**config.mk**
```make
export PLATFORM = sky130hd
export DESIGN_NAME = sclk_fsync_gen
export DESIGN_NICKNAME = d
export VERILOG_FILES = /design/src/rtl/sclk_fsync_gen.sv
export SDC_FILE = /design/constraint.sdc
export NUM_CORES = 1
export LEC_CHECK = 0
export ABC_AREA = 1
export CORE_MARGIN = 10
export CORE_UTILIZATION = 57
export CTS_BUF_LIST = sky130_fd_sc_hd__clkbuf_4 sky130_fd_sc_hd__clkbuf_8
export DETAILED_ROUTE_END_ITERATION = 6
export GPL_TIMING_DRIVEN = 0
export PLACE_DENSITY = 0.82
export SLEW_MARGIN = 0
export SYNTH_ARGS = -nofsm -noshare
export SYNTH_HDL_FRONTEND = slang
export SYNTH_SLANG_ARGS = --single-unit
```
**constraint.sdc**
```tcl
create_clock -name clk -period 2.37 [get_ports clk]
set_input_delay 0.3555 -clock clk [delete_from_list [all_inputs] [get_ports clk]]
set_output_delay 0.3555 -clock clk [all_outputs]
set_load 0.1 [all_outputs]
```
**src/rtl/sclk_fsync_gen.sv**
```systemverilog
module sclk_fsync_gen #(
  parameter int DIV_W = 8,
  parameter int FRM_W = 8
) (
  input  logic             clk,
  input  logic             rst_n,
  input  logic             gen_en,
  input  logic             frame_en,
  input  logic [DIV_W-1:0] div_val,
  input  logic [FRM_W-1:0] per_val,
  input  logic [FRM_W-1:0] wid_val,
  input  logic             sync_act_hi,
  output logic             bclk,
  output logic             bit_stb,
  output logic             fsync
);

  localparam logic [DIV_W-1:0] DIV_ONE = DIV_W'(1);
  localparam logic [FRM_W-1:0] FRM_ONE = FRM_W'(1);

  logic [DIV_W-1:0] div_q, cnt;
  logic             tick, bclk_q;
  logic [FRM_W-1:0] per_q, wid_q, pos, pos_nx;
  logic             run, fs_q;

  assign tick   = gen_en && (cnt == div_q);
  assign pos_nx = pos + FRM_ONE;

  always_ff @(posedge clk) begin
    if (!rst_n) begin
      div_q   <= '0;
      cnt     <= '0;
      bit_stb <= 1'b0;
      bclk_q  <= 1'b0;
    end else if (!gen_en) begin
      div_q   <= div_val;
      cnt     <= '0;
      bit_stb <= 1'b0;
      bclk_q  <= 1'b0;
    end else begin
      bit_stb <= tick;
      cnt     <= tick ? '0 : cnt + DIV_ONE;
      if (tick)
        bclk_q <= 1'b1;
      else if (cnt == (div_q >> 1))
        bclk_q <= 1'b0;
    end
  end

  always_ff @(posedge clk) begin
    if (!rst_n) begin
      run   <= 1'b0;
      pos   <= '0;
      per_q <= '0;
      wid_q <= '0;
      fs_q  <= 1'b0;
    end else if (!frame_en) begin
      run  <= 1'b0;
      pos  <= '0;
      fs_q <= 1'b0;
    end else if (tick) begin
      if (!run || pos == per_q) begin
        run   <= 1'b1;
        pos   <= '0;
        per_q <= per_val;
        wid_q <= wid_val;
        fs_q  <= 1'b1;
      end else begin
        pos  <= pos_nx;
        fs_q <= (pos_nx <= wid_q);
      end
    end
  end

  assign bclk  = (div_q == '0) ? (clk & gen_en) : bclk_q;
  assign fsync = fs_q ? sync_act_hi : !sync_act_hi;

endmodule

```
* Word level (Yosys, flattened, before mapping)
Cells that the tools add are included.
Cells by class: add/subtract/negate cells 2, reductions and logical operators 11, equal/unequal tests 3, multiplexer cells 6, divide/modulo/power cells 0, shifts and indexed selects 0, multipliers 0, magnitude comparators 1, bitwise gates (word level) 3
Operators by type and width (number):
- $add 8x1->8 const B | 2
- $eq 8x8->1 | 2
- $eq 8x7->1 | 1
- $le 8x8->1 | 1
- $logic_not 8->1 | 1
- $mux 8 | 1
- $reduce_and 2->1 | 3
- $mux 1 | 5
- $reduce_and 3->1 | 1
- $reduce_or 3->1 | 1
- $logic_not 1->1 | 2
- $not 1->1 | 2
- $reduce_bool 2->1 | 1
- $and 1x1->1 | 1
- $logic_and 1x1->1 | 1
- $logic_or 1x1->1 | 1
Word-level totals: ROM bits 0, memories 0, memory bits (writable) 0, bits in registers 44, input bits 29, word-level logic and storage cells 35, bits in latches 0

* Longest topological paths before layout
Gate-level depths: netlist of run 1.
depth in word-level cells 3, mapped depth 13, mapped depth without buffers 13

==> results.cfg, run 1 <==
[synthesis]
synth_seq_cells = 44
ys_types = 23
syn_area_um2 = 2380
ys_warn_count = 0
syn_area_per_cell_um2 = 6.60
ys_seq_area_share_pct = 37.1
syn_nets = 399
synthCells = 360

[worst_setup_path]
cp_slowest_stage_delay_ns = 1.13
cp_max_fo = 1
crit_required_ns = 2.01
worst_ep_arrival_time_ns = 1.85
critical-path-top-delay-family = buffers and inverters
start_kind = flop
end_kind = primary output
crit_buf_inv = 1
cp.depth = 1
worst_r2r_path_depth = 12
path_cells = clkdlybuf4s50_1
crit_path_top_delay_cell = clkdlybuf4s50_1
path_class = reg -> out

[placement]
port_buffers = 30
detailed_place.area_um2 = 2740
routabilityCongestion = 0.908
post-place-ws_ns = -0.855
dp_hpwl_um = 4260

[cells_and_area]
drive_above_1_share_pct = 8.25
layout_common_cells = nand2_1, nor2_1, inv_1
fin_nets = 438
final_common_cell = nand2_1
syn2layout_area_growth_pct = 21.4
n_antenna_cell = 0
fin_area_um2 = 2890

[sta]
fmax_mhz = 453
tightest_slew_ns = 0.971
final.min_clock_period_ns = 2.21
hold_viol = 0
rsz0062_at_grt = no
worst_slack_ns = 0.163
setup_violations = 0
skew_ns = 0.0112
finalCritPeriodShare_pct = 93.1
slew-limit-headroom_pct = 35.1
hold_ws_ns = 0.364
slew_viol_final = 0

[clocking]
post_cts_buffers = 0
clk_pin_slew_ns = 0.09
clk-insertion-delay-late_ns = 0.41
hold_buffers = 0
cts_tree = built

[floorplanning]
start_util_pct = 59.0
rows = 23
die_area_um2 = 7150
die_y_um = 84.6
coreArea_um2 = 4030
io-pin-count = 32
die_w_um = 84.6

[drt]
viasPerCell = 5.07
firstDrtPassIters = 4
finalWirelength_um = 5700
wire_per_inst_um = 12.7
num_vias = 2280
drt-initial-drc-count = 166
drtAntennaViolNets = 0
drc_errors = 0

[global_route]
grt.total_usage_pct = 16.2
grt_max_degree = 13
overflow = 0
grt_pass1_wl_um = 9690
grt_pass1_vias = 2164
antenna_found_initial = 0

[hold_path]
hold_depth = 3
hold_path.class = in -> reg

[run_status]
status = complete, no violations

[power]
ir_drop_v = 0.000388
power_leakage_nw = 1.38
power_density_nw_per_um2 = 568

[run]
maxCapViolCount = 0
## report_power, final
group,internal (mW),switching (mW)
Sequential,0.760,0.0154
Clock,0.371,0.290
Combinational,0.0901,0.113
Total,1.22,0.419
## flip-flops by register name, summed over array words and instances (netlist names)
name and count:
bclk_q 1, bit_stb 1, cnt 8, div_q 8, fs_q 1, per_q 8, pos 8, run 1
wid_q 8
## what timing repair did
item,4_1_cts,5_1_grt
gates resized for setup,8,4
endpoints found under the setup margin,6,3
hold endpoints to repair,0,0
## Yosys cell counts (all sizes together)
master / instances / area (um^2)
nand4: 6 / 37.5
nand2: 106 / 398
a21oi: 20 / 100
inv: 49 / 184
dfxtp: 44 / 881
ha: 10 / 125
nor3: 9 / 45.0
clkbuf: 4 / 16.3
o21ai: 13 / 65.1
xnor2: 4 / 35.0
nor4: 1 / 6.26
xor2: 10 / 87.6
nor2: 58 / 228
nand3: 19 / 113
buf: 7 / 56.3
## cell type report
type                    instances  area [um^2]
plain buffers                  10         70.1
clock buffers                  12          146
fillers                       375         1140
inverters                      49          184
multi-input cells             256         1250
flip-flops and latches         44          883
well taps                      50         62.6
repair buffers                 29          289
## cells by family (layout without fill, tap and decap cells)
logic type / Yosys count / in the layout / share of synthesized area, %
AO/OA/AOI/OAI: 33 / 33 / 6.95
XOR/XNOR: 14 / 14 / 5.16
adder cells (fa/ha/maj): 10 / 10 / 5.26
buffers and inverters: 60 / 100 / 10.8
flip-flops: 44 / 44 / 37.1
AND/OR/NAND/NOR: 199 / 199 / 34.8
## per-layer routing
metal	routed length, um	up-vias	track usage (%)
met5	0	-	0
met4	131	0	8.23
met3	360	16	5.51
met2	2410	56	24.8
met1	2800	1018	19.5
li1	-	1190	-
## final timing paths
check / startpoint / end / slack, ns
setup reg to reg: pos[1]$_SDFFE_PN0P_ / fs_q$_SDFFE_PN0P_ / 0.22
setup / recovery: bit_stb$_SDFF_PN0_ / bit_stb / 0.16
hold / removal: rst_n / div_q[7]$_SDFFE_PN0N_ / 0.36
hold reg to reg: run$_SDFFE_PN0P_ / run$_SDFFE_PN0P_ / 0.48
## stage by stage
stage	power, mW	TNS (ns)	util [%]	std cells
4_1_cts	1.64	0	71.4	451
3_5_place_dp	1.01	-0.957	68.0	440
5_1_grt	1.71	0	71.6	450
3_3_place_gp	1.01	-0.941	68.0	440
2_1_floorplan	0.928	0	-	360
6_report	1.64	0	71.6	450
Power figures use the tool's default switching activity.
==> run 2: changes to the inputs <==
Settings changed: CORE_MARGIN 10 to 8.
==> run 2 against run 1 <==
Effect of this change:
- cell count shrank 0.22%
- design area decreased by 0.87%
- worst hold slack gained 0.014 ns
- power is 4.1% lower
- die area down 9.2%
- sequential power is essentially flat
- critical path type is now in -> out
- non-clock buffer count unchanged
- clock power is 9.7% lower
- critical path depth grew 2
==> results.cfg, run 2 (synthesis results as in run 1) <==
[run_status]
status = complete, no violations

[cells_and_area]
multiInputGateArea_um2 = 1240
n_antenna_cell = 0
drive_above_1_share_pct = 7.52
layout_common_cells = nand2_1, nor2_1, inv_1, dfxtp_1, clkdlybuf4s50_1
regArea_um2 = 881
fillers = 358
fin_nets = 438
final_common_cell = nand2_1
syn2layout_area_growth_pct = 20.4

[placement]
dp_hpwl_um = 4080
port_buffers = 30
routabilityCongestion = 0.921
post-place-ws_ns = -0.767

[worst_setup_path]
crit_path_top_delay_cell = dlygate4sd2_1
crit_buf_inv = 2
worst-r2r-setup-slack_ns = 0.22
critical-path-top-delay-family = buffers and inverters
path_cells = clkdlybuf4s50_1, xnor2_1, dlygate4sd2_1
cp_slowest_stage_delay_ns = 0.88
start_kind = input pin
crit_required_ns = 2.01
cp_max_fo = 1
path_class = in -> out
worst_ep_arrival_time_ns = 1.88
cp.depth = 3
worst_r2r_path_depth = 12
end_kind = primary output

[floorplanning]
die_w_um = 80.6
start_util_pct = 59.4
die_area_um2 = 6490
die_y_um = 80.6
io-pin-count = 32
rows = 23
coreArea_um2 = 4000

[power]
combPwrFrac_pct = 12.7
p_sw_mw = 0.401
switching_share_pct = 25.5
power_density_nw_per_um2 = 550
clkPwrFrac_pct = 38.0
p_int_mw = 1.17
power_mw = 1.57
power_frac_seq_pct = 49.3
power_leakage_nw = 1.36
ir_drop_v = 0.000443

[hold_path]
hold_path.class = in -> reg
hold_depth = 3

[drt]
num_vias = 2221
finalWirelength_um = 5350
drtAntennaViolNets = 0
viasPerCell = 4.95
firstDrtPassIters = 5
wire_per_inst_um = 11.9
drc_errors = 0
drt-initial-drc-count = 151

[sta]
finalCritPeriodShare_pct = 94.3
final.min_clock_period_ns = 2.23
tightest_slew_ns = 0.967
worst_slack_ns = 0.136
tns_ns = 0
skew_ns = 0.00556
rsz0062_at_grt = no
setup_violations = 0
slew_viol_final = 0
slew-limit-headroom_pct = 35.3
hold_viol = 0
fmax_mhz = 448
hold_ws_ns = 0.378

[global_route]
antenna_found_initial = 0
grt_pass1_wl_um = 9250
grt_pass1_vias = 2142
grt_max_degree = 13
overflow = 0
grt.total_usage_pct = 18.0

[clocking]
clk_pin_slew_ns = 0.07
hold_buffers = 0
clk-insertion-delay-late_ns = 0.40
cts_tree = built
post_cts_buffers = 0

[run]
maxCapViolCount = 0
## run 2: cell count changes in the layout (fill, tap and decap cells not counted)
cell      before  now
dfxtp_1       42   44
dfxtp_2        2    0
clkbuf_4       2    1
clkbuf_8       9    8
clkinv_2       0    1
nor3_2         0    1
nor3_4         1    0
## run 2: power groups by stage
stage / sequential, mW / combinational, mW / clock [mW]
2_1_floorplan: 0.791 / 0.123 / 0.0145
3_3_place_gp: 0.792 / 0.197 / 0.0177
3_5_place_dp: 0.793 / 0.200 / 0.0177
4_1_cts: 0.775 / 0.201 / 0.610
5_1_grt: 0.779 / 0.226 / 0.648
6_report: 0.776 / 0.200 / 0.598
## run 2: path summary, 6_finish.rpt
path / from / end
worst max-delay path: sync_act_hi / fsync
worst min-delay path: rst_n / div_q[7]$_SDFFE_PN0N_
worst max register to register: pos[0]$_SDFFE_PN0P_ / fs_q$_SDFFE_PN0P_
worst min register to register: cnt[0]$_SDFF_PP0_ / cnt[0]$_SDFF_PP0_
## run 2: metal layers
layer,wire length (um),vias to the layer above,track usage [%]
met5,0,-,0
met4,113,0,10.2
met1,2580,961,22.6
met3,332,10,5.92
met2,2330,58,26.4
li1,-,1192,-
## run 2: worst reg2reg max path: stages, from the launching register on
cell     delay [ns]
dfxtp_1        0.43
ha_1           0.22
nand3_1        0.14
nor3_1         0.21
xor2_1         0.25
ha_1           0.27
nand2_1        0.10
nor2_1         0.06
nor3_1         0.14
nand2_1        0.07
nand2_1        0.05
nor3_1         0.04
nor2_1         0.09
## run 2: per-stage QoR
| step | instances | area, um^2 | utilization (%) |
|---|---|---|---|
| final | 449 | 2860 | 71.5 |
| after global routing | 449 | 2860 | 71.5 |
| after CTS | 450 | 2860 | 71.5 |
| after detailed placement | 440 | 2740 | 68.5 |
| after global placement | 440 | 2740 | 68.5 |
| after floorplan | 360 | 2380 | - |
## run 2: cell type report
cell class                 instances  area share [%]
multi-input combinational        256            43.5
inverter                          49            6.43
clock buffer                      10            4.37
buffer                            10            2.45
clock inverter                     1           0.175
sequential                        44            30.8
tap                               50            2.19
timing repair buffer              29            10.1
## run 2: what timing repair did
action,4_1_cts,5_1_grt
cloned,0,0
gates resized for setup,8,1
pin swaps,0,0
setup endpoints to repair,6,3
==> run 3: changes to the inputs <==
Settings changed: SLEW_MARGIN 0 to 20.
==> results of run 3 <==
Same layout as run 2: the final DEF is identical, and so are final timing and power.
